==> config.mk <==
export PLATFORM = sky130hd
export DESIGN_NAME = env_gen
export DESIGN_NICKNAME = d
export VERILOG_FILES = /design/src/rtl/env_pkg.sv /design/src/rtl/env_logcurve.sv /design/src/rtl/env_rate.sv /design/src/rtl/env_ctrl.sv /design/src/rtl/env_datapath.sv /design/src/rtl/env_gen.sv
export SDC_FILE = /design/constraint.sdc
export NUM_CORES = 1
export LEC_CHECK = 0
export BUFFER_PORTS_ARGS = -buffer_cell sky130_fd_sc_hd__buf_4
export CAP_MARGIN = 5
export CORE_UTILIZATION = 50
export DETAILED_ROUTE_END_ITERATION = 12
export GPL_TIMING_DRIVEN = 1
export HOLD_SLACK_MARGIN = 0.03
export PLACE_DENSITY = 0.77
export SKIP_CTS_REPAIR_TIMING = 1
export SLEW_MARGIN = 15
export SYNTH_ARGS = -nofsm -noshare
export SYNTH_HDL_FRONTEND = slang
export SYNTH_SLANG_ARGS = --single-unit
==> constraint.sdc <==
create_clock -name clk -period 7.77 [get_ports clk]
set_input_delay 0.777 -clock clk [delete_from_list [all_inputs] [get_ports clk]]
set_output_delay 0.777 -clock clk [all_outputs]
set_load 0.03 [all_outputs]
==> src/rtl/env_pkg.sv <==
package env_pkg;

  typedef enum logic [2:0] {
    ST_HOLD,
    ST_SETTLE,
    ST_ATTACK,
    ST_DECAY,
    ST_SUSTAIN,
    ST_RELEASE,
    ST_FINISH
  } envState_t;

  typedef enum logic [1:0] {
    OUT_LIN,
    OUT_CURVE,
    OUT_ZERO,
    OUT_MAX
  } outSrc_t;

  // strobes from control to datapath
  typedef struct packed {
    logic    phaseClr;
    logic    phaseCurve;
    logic    phaseAdd;
    logic    phaseToLevel;
    logic    phaseToFull;
    logic    outLoad;
    outSrc_t outSrc;
  } dpCtl_t;

endpackage

==> src/rtl/env_logcurve.sv <==
module env_logcurve #(
  parameter int W = 7
) (
  input  logic [W-1:0] x,
  output logic [W-1:0] y
);
  localparam int PW = $clog2(W);
  localparam int LW = PW + W;

  logic [PW-1:0] msb;
  logic [W-1:0]  frac;
  logic [LW-1:0] logv;
  logic [W-1:0]  quo;

  // piecewise-linear log2 scaled so that log2(2^W) maps to 2^W
  always_comb begin
    msb = '0;
    for (int i = 0; i < W; i++) begin
      if (x[i]) msb = PW'(i);
    end
    frac = W'(x << (W - int'(msb)));
    logv = {msb, frac};
    quo  = W'(logv / LW'(W));
    y    = (x == '0) ? {W{1'b1}} : ({W{1'b1}} - quo);
  end
endmodule

==> src/rtl/env_rate.sv <==
module env_rate
  import env_pkg::*;
#(
  parameter int PHASE_W = 22
) (
  input  envState_t          state,
  input  logic [3:0]         attackRate,
  input  logic [3:0]         decayRate,
  input  logic [3:0]         releaseRate,
  input  logic               egSustained,
  input  logic               susFlag,
  input  logic               ksrSel,
  input  logic [3:0]         rateKey,
  output logic [PHASE_W-1:0] inc
);
  localparam logic [3:0] RATE_SUS   = 4'd5;
  localparam logic [3:0] RATE_PERC  = 4'd7;
  localparam logic [4:0] ATT_BASE   = 5'd12;
  localparam logic [4:0] ATT_MUL    = 5'd3;
  localparam logic [4:0] DR_BASE    = 5'd4;

  logic [3:0] keyEff, rateSel, effRate;
  logic [4:0] rateSum, mant;
  logic       isAtt;

  always_comb begin
    keyEff  = ksrSel ? rateKey : {2'b00, rateKey[3:2]};
    isAtt   = 1'b0;
    rateSel = 4'd0;
    case (state)
      ST_ATTACK:  begin isAtt = 1'b1; rateSel = attackRate; end
      ST_DECAY:   rateSel = decayRate;
      ST_SUSTAIN: rateSel = releaseRate;
      ST_RELEASE: rateSel = susFlag ? RATE_SUS : (!egSustained ? RATE_PERC : releaseRate);
      default:    rateSel = 4'd0;
    endcase
    rateSum = {1'b0, rateSel} + {3'b000, keyEff[3:2]};
    effRate = (rateSum > 5'd15) ? 4'd15 : rateSum[3:0];
    if (isAtt) begin
      mant = 5'(keyEff[1:0]) * ATT_MUL + ATT_BASE;
      inc  = (rateSel == 4'd0 || rateSel == 4'd15) ? '0
           : PHASE_W'(mant) << ({1'b0, effRate} + 5'd1);
    end else begin
      mant = 5'(keyEff[1:0]) + DR_BASE;
      inc  = (rateSel == 4'd0) ? '0
           : PHASE_W'(mant) << ({1'b0, effRate} - 5'd1);
    end
  end
endmodule

==> src/rtl/env_ctrl.sv <==
module env_ctrl
  import env_pkg::*;
(
  input  logic      clk,
  input  logic      rstN,
  input  logic      keyOnEvt,
  input  logic      keyOffEvt,
  input  logic      sampleTick,
  input  logic      egSustained,
  input  logic      attackMax,
  input  logic      sumCarry,
  input  logic      reachLevel,
  output envState_t state,
  output dpCtl_t    ctl
);
  envState_t stateNext;

  always_comb begin
    ctl        = '0;
    ctl.outSrc = OUT_LIN;
    stateNext  = state;
    if (keyOnEvt) begin
      ctl.phaseClr = 1'b1;
      stateNext    = ST_ATTACK;
    end else if (keyOffEvt && (state inside {ST_ATTACK, ST_DECAY, ST_HOLD, ST_SUSTAIN})) begin
      ctl.phaseCurve = (state == ST_ATTACK);
      stateNext      = ST_RELEASE;
    end else if (sampleTick) begin
      ctl.outLoad = 1'b1;
      case (state)
        ST_ATTACK: begin
          if (sumCarry || attackMax) begin
            ctl.phaseClr = 1'b1;
            ctl.outSrc   = OUT_ZERO;
            stateNext    = ST_DECAY;
          end else begin
            ctl.phaseAdd = 1'b1;
            ctl.outSrc   = OUT_CURVE;
          end
        end
        ST_DECAY: begin
          if (reachLevel) begin
            ctl.phaseToLevel = 1'b1;
            stateNext        = egSustained ? ST_HOLD : ST_SUSTAIN;
          end else begin
            ctl.phaseAdd = 1'b1;
          end
        end
        ST_HOLD: begin
          if (!egSustained) stateNext = ST_SUSTAIN;
        end
        ST_SUSTAIN, ST_RELEASE: begin
          if (sumCarry) begin
            ctl.phaseToFull = 1'b1;
            ctl.outSrc      = OUT_MAX;
            stateNext       = ST_FINISH;
          end else begin
            ctl.phaseAdd = 1'b1;
          end
        end
        default: ctl.outSrc = OUT_MAX;
      endcase
    end
  end

  always_ff @(posedge clk or negedge rstN) begin
    if (!rstN) state <= ST_SETTLE;
    else       state <= stateNext;
  end
endmodule

==> src/rtl/env_datapath.sv <==
module env_datapath
  import env_pkg::*;
#(
  parameter int PHASE_W = 22,
  parameter int OUT_W   = 7
) (
  input  logic               clk,
  input  logic               rstN,
  input  dpCtl_t             ctl,
  input  logic [PHASE_W-1:0] inc,
  input  logic [3:0]         slCode,
  output logic [OUT_W-1:0]   envOut,
  output logic               sumCarry,
  output logic               reachLevel
);
  localparam int LOW_W    = PHASE_W - OUT_W;
  localparam int SL_SHIFT = LOW_W + 3;   // 3 dB per level code

  logic [PHASE_W-1:0] phase;
  logic [PHASE_W:0]   sumExt, levelExt;
  logic [OUT_W-1:0]   topBits, curveOut;

  assign topBits  = phase[PHASE_W-1 -: OUT_W];
  assign sumExt   = {1'b0, phase} + {1'b0, inc};
  assign sumCarry = sumExt[PHASE_W];
  assign levelExt = (slCode == 4'hF) ? ((PHASE_W+1)'(1) << PHASE_W)
                                     : ((PHASE_W+1)'(slCode) << SL_SHIFT);
  assign reachLevel = (sumExt >= levelExt);

  env_logcurve #(.W(OUT_W)) u_curve (.x(topBits), .y(curveOut));

  always_ff @(posedge clk or negedge rstN) begin
    if (!rstN) begin
      phase  <= '1;
      envOut <= '1;
    end else begin
      if (ctl.phaseClr)          phase <= '0;
      else if (ctl.phaseCurve)   phase <= {curveOut, {LOW_W{1'b0}}};
      else if (ctl.phaseAdd)     phase <= sumExt[PHASE_W-1:0];
      else if (ctl.phaseToLevel) phase <= levelExt[PHASE_W] ? '1 : levelExt[PHASE_W-1:0];
      else if (ctl.phaseToFull)  phase <= '1;
      if (ctl.outLoad) begin
        case (ctl.outSrc)
          OUT_LIN:   envOut <= topBits;
          OUT_CURVE: envOut <= curveOut;
          OUT_ZERO:  envOut <= '0;
          default:   envOut <= '1;
        endcase
      end
    end
  end
endmodule

==> src/rtl/env_gen.sv <==
module env_gen
  import env_pkg::*;
#(
  parameter int PHASE_W = 22,
  parameter int OUT_W   = 7
) (
  input  logic             clk,
  input  logic             rstN,
  input  logic             sampleTick,
  input  logic             keyOnEvt,
  input  logic             keyOffEvt,
  input  logic [3:0]       attackRate,
  input  logic [3:0]       decayRate,
  input  logic [3:0]       sustainLevel,
  input  logic [3:0]       releaseRate,
  input  logic             egSustained,
  input  logic             ksrSel,
  input  logic             susFlag,
  input  logic [3:0]       rateKey,
  output logic [OUT_W-1:0] envOut
);
  envState_t          stateNow;
  dpCtl_t             dpCtl;
  logic [PHASE_W-1:0] incNow;
  logic               sumCarry, reachLevel;

  env_ctrl u_ctrl (
    .clk(clk), .rstN(rstN), .keyOnEvt(keyOnEvt), .keyOffEvt(keyOffEvt),
    .sampleTick(sampleTick), .egSustained(egSustained),
    .attackMax(attackRate == 4'hF), .sumCarry(sumCarry),
    .reachLevel(reachLevel), .state(stateNow), .ctl(dpCtl)
  );

  env_rate #(.PHASE_W(PHASE_W)) u_rate (
    .state(stateNow), .attackRate(attackRate), .decayRate(decayRate),
    .releaseRate(releaseRate), .egSustained(egSustained), .susFlag(susFlag),
    .ksrSel(ksrSel), .rateKey(rateKey), .inc(incNow)
  );

  env_datapath #(.PHASE_W(PHASE_W), .OUT_W(OUT_W)) u_dp (
    .clk(clk), .rstN(rstN), .ctl(dpCtl), .inc(incNow), .slCode(sustainLevel),
    .envOut(envOut), .sumCarry(sumCarry), .reachLevel(reachLevel)
  );
endmodule

# Yosys cells after proc, flatten, opt, wreduce, memory -nomap -nowiden
# Cells that the tools add are included.
dict set report totals {
  ff_bits 32
  inputBits 28
  output_inout_bits 7
  elab_cells 98
}
dict set report classes {
  addsub 8
  n_mul 1
  div_mod_pow 1
  order_cmp 2
  eq_ne 13
  shift 3
  muxes 53
  n_reduce_logical 14
}
# op n
set op_table {}
lappend op_table {{$mux 22} 9}
lappend op_table {{$shl 5x5->22} 2}
lappend op_table {{$mux 3} 13}
lappend op_table {{$shl 7x32->7} 1}
lappend op_table {{$add 22x22->23} 1}
lappend op_table {{$ge 23x23->1} 1}
lappend op_table {{$mux 23} 1}
lappend op_table {{$pmux 7 s3} 1}
lappend op_table {{$mux 4} 4}
lappend op_table {{$pmux 4 s4} 1}
lappend op_table {{$mux 1} 15}
lappend op_table {{$mux 7} 2}
lappend op_table {{$eq 4x4->1 const B} 3}
lappend op_table {{$mux 6} 2}
lappend op_table {{$ne 4x4->1 const B} 3}
lappend op_table {{$pmux 3 s4} 1}
lappend op_table {{$div 10x3->10 const B} 1}
lappend op_table {{$logic_not 7->1} 1}
lappend op_table {{$sub 7x7->7 const A} 1}
lappend op_table {{$eq 3x2->1 const B} 2}
lappend op_table {{$eq 3x3->1 const B} 2}
lappend op_table {{$pmux 2 s3} 1}
lappend op_table {{$reduce_and 6->1} 1}
lappend op_table {{$reduce_bool 6->1} 1}
lappend op_table {{22 further kinds} 25}

# Longest topological paths before layout
# Gate-level depths: netlist of run 1.
dict set report logic_depth {
  ltp_word 22
  ltp_mapped 42
  depth_no_buf 37
}

# Hierarchy
# From an unflattened synthesis of run 1, not the netlist that was laid out.
dict set report unflattened {
  hier_cells 726
  area_unflattened_um2 5530.3
}
# module n_inst cells_per_inst area_each_um2
set by_module_without_submodules {}
lappend by_module_without_submodules {env_datapath 1 327 2787.7}
lappend by_module_without_submodules {env_rate 1 222 1534.0}
lappend by_module_without_submodules {env_logcurve 1 121 780.7}
lappend by_module_without_submodules {env_ctrl 1 55 419.2}
lappend by_module_without_submodules {env_gen 1 1 8.8}

# Worst setup path after synthesis of run 1
# Ideal clock, no wire load.
dict set report synth_timing {
  path_kind {in2reg}
  startpoint {input egSustained}
  endpoint {register u_ctrl.state[1]}
  setup_time_ns 0.124
  arrival_time_ns 8.359
  slack_ns -0.712
  path_stages 35
  path_buffers 1
  cell_sequence {nor2b_1 > o21ai_0 > a222oi_1 > inv_1 > ha_1 > fa_1 > a21oi_2 > inv_1 > ha_1 > xor2_1 > clkbuf_1 > nor2_1 > a31oi_1 > o32ai_1 > ha_1 > a21o_1 > a2111o_1 > a41oi_2 > o21ai_1 > a211oi_1 > o22ai_1 > nor4_1 > nor3_1 > xor2_1 > ha_1 > nand3_1 > or4_1 > or3_1 > a2111oi_4 > nand4_1 > or4b_4 > o21ai_1 > a41oi_1 > or3_1 > a211o_1}
}
dict set report synth_via {
  elab_chain_cells 14
  elab_cells_between_ends 24
  classes_between {add/sub: 4; order compare: 2; eq/ne: 5; shift: 2; mux: 7; reduce/logical: 4}
}
# element line_no
set synth_lines {}
lappend synth_lines {{start, declared} env_gen.sv:16} ;# input logic egSustained,
lappend synth_lines {{$mux 4 (2 in series)} env_rate.sv:34} ;# ST_RELEASE: rateSel = susFlag ? RATE_SUS : (!egSustained ? RATE_PERC : releaseRate);
lappend synth_lines {{$pmux 4 s4} env_rate.sv:30} ;# case (state)
lappend synth_lines {{$add 4x2->5} env_rate.sv:37} ;# rateSum = {1'b0, rateSel} + {3'b000, keyEff[3:2]};
lappend synth_lines {{$gt 5x4->1} env_rate.sv:38} ;# effRate = (rateSum > 5'd15) ? 4'd15 : rateSum[3:0];
lappend synth_lines {{$mux 4} env_rate.sv:38}
lappend synth_lines {{$sub 4x1->5 or $add 4x1->5 (tied branches)} {env_rate.sv:46, env_rate.sv:42}}
lappend synth_lines {{$shl 5x5->22, on equally long branches} {env_rate.sv:46, env_rate.sv:42}}
lappend synth_lines {{$mux 22, on equally long branches} {env_rate.sv:45, env_rate.sv:41}}
lappend synth_lines {{$mux 22} env_rate.sv:39} ;# if (isAtt) begin
lappend synth_lines {{$add 22x22->23} env_datapath.sv:24} ;# assign sumExt = {1'b0, phase} + {1'b0, inc};
lappend synth_lines {{$ge 23x23->1 or $logic_or 1x1->1 (tied branches)} {env_datapath.sv:28, env_ctrl.sv:32}}
lappend synth_lines {{$ne 4x4->1 (no source line)} -}
lappend synth_lines {{$reduce_and 6->1 (no source line) *} -}
lappend synth_lines {{end signal, assigned} env_ctrl.sv:68} ;# else state <= stateNext;
lappend synth_lines {{end, declared} env_ctrl.sv:13} ;# output envState_t state,
# Mark *: on every way between the ends. The rest lies on a longest branch, timed or not.
# A chain may end at the register's enable or synchronous reset.

# Worst setup path after layout of run 1
dict set report layout_timing {
  startpoint {input susFlag}
  endpoint {register u_dp.phase[18]}
}
dict set report layout_via {
  elab_chain_cells 20
  elab_cells_between_ends 39
  classes_between {add/sub: 4; order compare: 2; eq/ne: 1; shift: 2; mux: 26; reduce/logical: 4}
}
# element line_no
set layout_lines {}
lappend layout_lines {{start, declared} env_gen.sv:18} ;# input logic susFlag,
lappend layout_lines {{$mux 4 *} env_rate.sv:34}
lappend layout_lines {{$pmux 4 s4 *} env_rate.sv:30}
lappend layout_lines {{$add 4x2->5} env_rate.sv:37}
lappend layout_lines {{$gt 5x4->1} env_rate.sv:38}
lappend layout_lines {{$mux 4} env_rate.sv:38}
lappend layout_lines {{$sub 4x1->5 or $add 4x1->5 (tied branches)} {env_rate.sv:46, env_rate.sv:42}}
lappend layout_lines {{$shl 5x5->22, on equally long branches} {env_rate.sv:46, env_rate.sv:42}}
lappend layout_lines {{$mux 22, on equally long branches} {env_rate.sv:45, env_rate.sv:41}}
lappend layout_lines {{(+4 left out)} -}
lappend layout_lines {{$mux 1} env_ctrl.sv:30} ;# case (state)
lappend layout_lines {{$mux 6} env_ctrl.sv:28} ;# end else if (sampleTick) begin
lappend layout_lines {{$mux 6} env_ctrl.sv:25} ;# end else if (keyOffEvt && (state inside {ST_ATTACK, ST_DECAY, ST_HOLD, ST_SUSTAIN})) begin
lappend layout_lines {{$mux 7} env_ctrl.sv:22} ;# if (keyOnEvt) begin
lappend layout_lines {{$mux 22} env_datapath.sv:40} ;# else if (ctl.phaseToLevel) phase <= levelExt[PHASE_W] ? '1 : levelExt[PHASE_W-1:0];
lappend layout_lines {{$mux 22} env_datapath.sv:39} ;# else if (ctl.phaseAdd) phase <= sumExt[PHASE_W-1:0];
lappend layout_lines {{$mux 22} env_datapath.sv:38} ;# else if (ctl.phaseCurve) phase <= {curveOut, {LOW_W{1'b0}}};
lappend layout_lines {{$mux 22} env_datapath.sv:37} ;# if (ctl.phaseClr) phase <= '0;
lappend layout_lines {{end signal, assigned} env_datapath.sv:38}
lappend layout_lines {{end signal, assigned} env_datapath.sv:39}
lappend layout_lines {{end signal, assigned} env_datapath.sv:40}
lappend layout_lines {{end, declared} env_datapath.sv:19} ;# logic [PHASE_W-1:0] phase;
# Marks and branches as above.

==> metrics.csv, run 1 <==
stage,metric,value,unit
yosys,Netlist cell types,88,
detailed_routing,drt total wl,19600,um
place,port bufs,34,
power,PD cells,454,nW/um^2
yosys,synthesized area,5160,sq um
detailed_routing,drt wl/cell,19.8,um
floorplanning,IO Count,35,
global_routing,Total GRT Usage,33.8,%
setup_path,Worst Path Required,8.00,ns
floorplanning,Core Box Area,9910,sq um
finish,n_diodes,0,
sta,RSZ-0062 raised after global routing,true,
power,P_leak,3.16,nW
cts,CTS tree,done,
place,Place WS,-1.19,ns
place,Placed Cells,973,
detailed_routing,drt pass-1 iters,5,
sta,clk_skew,0.00886,ns
global_routing,largest net degree at the start of global routing,33,
floorplanning,row count,36,
sta,Final period util,111,%
global_routing,vias in the first global route,6151,
setup_path,CP endpoint kind,flop,
sta,Setup TNS Final,-20.08,ns
sta,Final min period,8.66,ns
sta,final setup vio count,25,
sta,post-route setup slack,-0.891,ns
yosys,share of the synthesized area in the top cell type,15.3,%
detailed_routing,DR vias/cell,6.57,
floorplanning,Die ar.,10700,sq um
setup_path,slowest CP cell,fa_2,
cts,clk_lat worst skew,0.30,ns
place,placer congestion estimate,0.973,
yosys,Mapped Avg Cell Area,7.51,sq um
finish,share of cells above drive strength 1,39.4,%
sta,Slew @ Worst Pin,1.06,ns
sta,hold_ws,0.437,ns
cts,root buf cell,clkbuf_8,
finish,Area Growth Syn to Fin,40.9,%
finish,# nets final,925,
sta,f_max,0.115,GHz
cts,H-tree depth,2,
yosys,"Primary FF master, synth",dfstp_2,
run,maxcap violations,0,
setup_path,Setup CP Type,in2reg,
cts,"Reg clk slew, reported paths",0.08,ns
cts,total CTS buffers,5,
run_status,status,finished with violations,
run_status,failing checks,negative setup slack,
power,Max VDD drop,0.272,mV
worst_hold_path,HP Class,in2async,
setup_path,"Max FO, Critical Path",7,
floorplanning,initial core utilization,52.1,%
cts,worst-case clock buffer depth,2,
yosys,Post-synth EDFFs,0,
sta,max-slew violation count,0,
sta,Max transition margin,28.9,%
global_routing,GRT overflow,0,
yosys,syn nets,753,
setup_path,Worst setup SP type,input port,
floorplanning,Die Ht,104,um
detailed_routing,initial drt markers,581,
setup_path,most frequent cell on the critical path,o21ai_2,
sta,endpoints failing hold,0,
yosys,synth warn,0,
yosys,Syn Inst Count,687,
detailed_routing,via count,6525,
global_routing,initial antenna violation count,0,
detailed_routing,Detail Route Antenna Nets,0,
yosys,"FF+latch count, synth",32,
detailed_routing,# DRC,0,
floorplanning,Die X,104,um
global_routing,first-pass GRT wire length,29600,um
setup_path,"slowest stage delay, CP",0.57,ns
yosys,ranking of synthesized cells by area,"dfstp_2 15%, ha_1 8.7%, nor2_1 5.2%",
power,total power,0.00330,W
yosys,"Seq/Total Area, Yosys",16.2,%
yosys,post-synthesis async set-or-reset flop share,100,%
cts,TritonCTS Sinks,32,
finish,Finished Layout Cells,993,
setup_path,Worst EP arrival,8.89,ns
place,DP Wirelength,14400,um
yosys,dominant cell type by area after synthesis,dfstp_2,
[synthesized netlist by cell type (5+ instances only)]
library cell / instances
nand4_1: 6
o21ai_0: 41
o21ai_1: 5
and2_1: 10
xnor2_1: 17
a21o_1: 11
nor2b_1: 12
a22oi_1: 6
a21oi_1: 52
o32ai_1: 8
buf_2: 7
nand3_1: 16
nand2_1: 49
dfstp_2: 30
o22ai_1: 17
a22o_1: 7
a211oi_1: 7
nor3b_1: 5
o21bai_1: 7
nand2b_1: 12
xor2_1: 8
o2bb2ai_1: 15
a31oi_1: 14
or3_1: 8
nor2_1: 72
inv_1: 24
clkbuf_1: 24
nor3_1: 13
ha_1: 36
mux2i_1: 10
a221oi_1: 7
or2_2: 9
a31o_2: 5
o21a_1: 14
a211o_1: 5
[metal layers]
| metal | up-vias | GRT usage [%] | part of all wire [%] | wire (um) |
|---|---|---|---|---|
| met5 | - | 0 | 0 | 0 |
| met4 | 0 | 14.9 | 3.4 | 669 |
| met3 | 56 | 6.42 | 8.2 | 1600 |
| met2 | 331 | 55.3 | 47 | 9230 |
| met1 | 3137 | 43.3 | 41 | 8120 |
| li1 | 3001 | - | - | - |
[worst max-delay path: cells and delay by family]
kind / cells / cell delay [ns]
buf+inv: 6 / 0.87
xor+xnor: 1 / 0.16
simple gates: 11 / 2.20
fa+ha+maj: 4 / 1.40
compound gates: 17 / 3.42
[layout by cell type (no fill, tap or decap), drive strengths merged, types with 17 or more instances in the layout]
| cell type | instances |
|---|---|
| buf | 197 |
| nor2 | 72 |
| nand3 | 17 |
| o22ai | 17 |
| xnor2 | 17 |
| ha | 36 |
| nand2 | 50 |
| inv | 24 |
| o21ai | 47 |
| a21oi | 53 |
| dfstp | 30 |
[per-stage QoR]
stage / utilization [%] / area (sq um)
global placement: 68.2 / 6760
detailed placement: 68.2 / 6760
CTS: 69.1 / 6840
global route: 73.4 / 7270
finish: 73.4 / 7270
floorplan: - / 5320
[final cells by class]
class / instances / area [sq um]
Clock buffer: 6 / 72.6
Clock inverter: 2 / 12.5
Fill cell: 759 / 2640
Inverter: 25 / 93.8
Multi-Input combinational cell: 596 / 4510
Sequential cell: 32 / 838
Tap cell: 133 / 166
Timing Repair Buffer: 199 / 1580
[where the power goes]
group	internal (W)	switching, W
Combinational	0.00128	0.00152
Clock	0.0000627	0.0000706
Sequential	0.000262	0.0000991
Total	0.00161	0.00169
[kinds of logic after synthesis]
| logic type | Yosys count | share of synthesized area, % |
|---|---|---|
| xor+xnor | 25 | 4.24 |
| fa+ha+maj | 38 | 9.50 |
| flops | 32 | 16.2 |
| buf+inv | 59 | 4.56 |
| mux | 14 | 2.81 |
| simple gates | 237 | 23.1 |
| compound gates | 282 | 39.5 |
[flip-flops by register name, summed over array words and instances, names as in the netlist]
name and count:
u_dp.envOut 7, u_dp.phase 22, u_ctrl.state 3
[worst paths after layout]
check,from,endpoint,slack (ns),cells after the start
max,susFlag,u_dp.phase[18],-0.89,39
min,rstN,u_ctrl.state[1],0.44,1
max reg2reg,u_ctrl.state[1],u_dp.phase[18],-0.85,39
min reg2reg,u_dp.phase[6],u_dp.phase[6],0.48,1
max in group asynchronous,rstN,u_dp.phase[19],6.99,1
min in group clk,u_dp.phase[6],u_dp.phase[6],0.48,1
(Power assumes the default switching activity.)
==> run 2, diff against run 1 <==
--- a/config.mk
+++ b/config.mk
@@ -7,13 +7,13 @@
 export LEC_CHECK = 0
 export BUFFER_PORTS_ARGS = -buffer_cell sky130_fd_sc_hd__buf_4
 export CAP_MARGIN = 5
-export CORE_UTILIZATION = 50
+export CORE_UTILIZATION = 45
 export DETAILED_ROUTE_END_ITERATION = 12
 export GPL_TIMING_DRIVEN = 1
 export HOLD_SLACK_MARGIN = 0.03
-export PLACE_DENSITY = 0.77
+export PLACE_DENSITY = 0.71
 export SKIP_CTS_REPAIR_TIMING = 1
-export SLEW_MARGIN = 15
+export SLEW_MARGIN = 10
 export SYNTH_ARGS = -nofsm -noshare
 export SYNTH_HDL_FRONTEND = slang
 export SYNTH_SLANG_ARGS = --single-unit
==> run 2 against run 1 <==
Critical path depth shrank 3. Global-route usage shrank 2.6 points. Final area grew 2.8%. First-iteration DRC count shrank 18%. Via count shrank 2.4%. The flow still finishes with violations (negative setup slack). Power grew 4.2%. Clock skew is essentially flat. Worst hold slack gained 0.014 ns.
==> metrics.csv, run 2 (synthesis gave the netlist of run 1 again) <==
stage,metric,value,unit,change
detailed_routing,via count,6367,,-2.4%
setup_path,slowest CP cell,or4b_4,,
floorplanning,row count,38,,+5.6%
sta,RSZ-0062 raised after global routing,true,,
sta,max-slew violation count,0,,unchanged
detailed_routing,initial drt markers,477,,-18%
cts,total CTS buffers,5,,unchanged
finish,Biggest register,u_dp.phase,,
detailed_routing,# DRC,0,,unchanged
floorplanning,Die Ht,109,um,+5.3%
place,Place WS,-1.25,ns,-0.0584 ns
sta,Setup TNS Final,-13.95,ns,+6.14 ns
floorplanning,Core Box Area,11000,sq um,+11%
place,port bufs,34,,unchanged
finish,Top Registers,"u_dp.phase x22, u_dp.envOut x7, u_ctrl.state x3",,
power,total power,0.00344,W,+4.2%
sta,post-route setup slack,-0.655,ns,+0.236 ns
setup_path,Worst Path Buf+Inv,4,,-2
finish,Seq. cell area,838,sq um,unchanged
finish,area occupied by multi-input gates,4520,sq um,+0.22%
worst_hold_path,HP Class,in2async,,
finish,Layout fillers,903,,+19%
cts,TritonCTS Sinks,32,,unchanged
cts,worst-case clock buffer depth,2,,unchanged
sta,Final min period,8.42,ns,-0.236 ns
run,maxcap violations,0,,unchanged
sta,Final period util,108,%,-3.0 points
global_routing,Total GRT Usage,31.2,%,-2.6 points
setup_path,reg-to-reg startpoint,u_ctrl.state[1],,
global_routing,initial antenna violation count,0,,unchanged
sta,Slew @ Worst Pin,1.19,ns,+0.123 ns
sta,endpoints failing hold,0,,unchanged
cts,root buf cell,clkbuf_16,,
place,DP Wirelength,14300,um,-0.77%
global_routing,largest net degree at the start of global routing,33,,unchanged
detailed_routing,drt pass-1 iters,5,,unchanged
detailed_routing,DR vias/cell,6.29,,-4.3%
power,PD cells,459,nW/um^2,+1.3%
setup_path,"Max FO, Critical Path",8,,+1
global_routing,vias in the first global route,5964,,-3.0%
finish,# nets final,937,,+1.3%
setup_path,Setup CP Type,in2reg,,
power,Max VDD drop,0.262,mV,-3.4%
setup_path,Worst Reg2Reg Path Length in Cells,36,,-7.7%
detailed_routing,drt total wl,19300,um,-1.6%
setup_path,crit-path leading delay family,compound AO/OA/AOI/OAI gates,,
setup_path,Worst setup SP type,input port,,
setup_path,reg2reg end,u_dp.phase[17],,
run_status,failing checks,negative setup slack,,
detailed_routing,Detail Route Antenna Nets,0,,unchanged
floorplanning,Die ar.,11900,sq um,+11%
cts,clk_lat worst skew,0.30,ns,about the same
setup_path,Worst EP arrival,8.66,ns,-0.23 ns
sta,hold_ws,0.451,ns,+0.0138 ns
power,P_leak,3.26,nW,+3.3%
floorplanning,initial core utilization,47.0,%,-5.1 points
finish,most frequent cells in the layout,"202 x buf_4, 69 x nor2_1, 47 x a21oi_1",,
setup_path,CP endpoint kind,flop,,
sta,final setup vio count,25,,unchanged
global_routing,GRT overflow,0,,unchanged
setup_path,R2R Setup Slk,-0.60,ns,+0.25 ns
setup_path,Worst Path Required,8.00,ns,about the same
setup_path,"slowest stage delay, CP",0.58,ns,about the same
finish,"most common cell after layout, fill and taps aside",buf_4,,
sta,clk_skew,0.00873,ns,-0.000129 ns
sta,f_max,0.119,GHz,+2.8%
run_status,status,finished with violations,,
sta,Max transition margin,20.6,%,-8.2 points
floorplanning,IO Count,35,,unchanged
place,placer congestion estimate,0.960,,-1.3%
finish,n_diodes,0,,unchanged
floorplanning,Die X,109,um,+5.3%
detailed_routing,drt wl/cell,19.1,um,-3.4%
cts,"Reg clk slew, reported paths",0.05,ns,-0.03 ns
cts,CTS tree,done,,
finish,Area Growth Syn to Fin,44.9,%,
finish,share of cells above drive strength 1,40.7,%,+1.3 points
global_routing,first-pass GRT wire length,29000,um,-2.0%
finish,number of flip-flops in the largest register,22,,unchanged
cts,H-tree depth,2,,unchanged
run 2: layout make-up:
type / count / area share (%)
Clock buffer: 7 / 2.04
Inverter: 25 / 1.30
Tap cell: 140 / 2.34
Multi-Input combinational cell: 596 / 60.5
Clock inverter: 1 / 0.401
Sequential cell: 32 / 11.2
Timing Repair Buffer: 211 / 22.2
run 2: how the worst max path moves through the flow:
stage | cells past startpoint | start | slack, ns | end
2_1_floorplan | 34 | egSustained | -0.55 | u_ctrl.state[1]
3_3_place_gp | 34 | susFlag | -1.08 | u_ctrl.state[1]
3_5_place_dp | 34 | susFlag | -1.25 | u_ctrl.state[1]
4_1_cts | 34 | susFlag | -1.02 | u_ctrl.state[1]
5_1_grt | 37 | egSustained | -0.99 | u_dp.phase[17]
6_report | 36 | egSustained | -0.65 | u_dp.phase[17]
run 2: per-stage QoR:
stage / area [sq um] / cells / util, %
global placement: 6810 / 986 / 62.0
CTS: 7000 / 994 / 63.7
global route: 7480 / 1012 / 68.1
finish: 7480 / 1012 / 68.1
detailed placement: 6810 / 986 / 62.0
floorplan: 5320 / 687 / -
run 2: report_power, final:
part	internal (W)	switching [W]
Clock	0.000169	0.0000802
Sequential	0.000262	0.0000945
Combinational	0.00131	0.00152
Total	0.00174	0.00169
run 2: layer usage:
metal  up-vias  track usage [%]  share of wire (%)
met4         0             8.59                2.3
met1      3065             40.4                 43
li1       3019                -                  -
met3        36             5.74                6.3
met5         -                0                  0
met2       247             52.7                 49
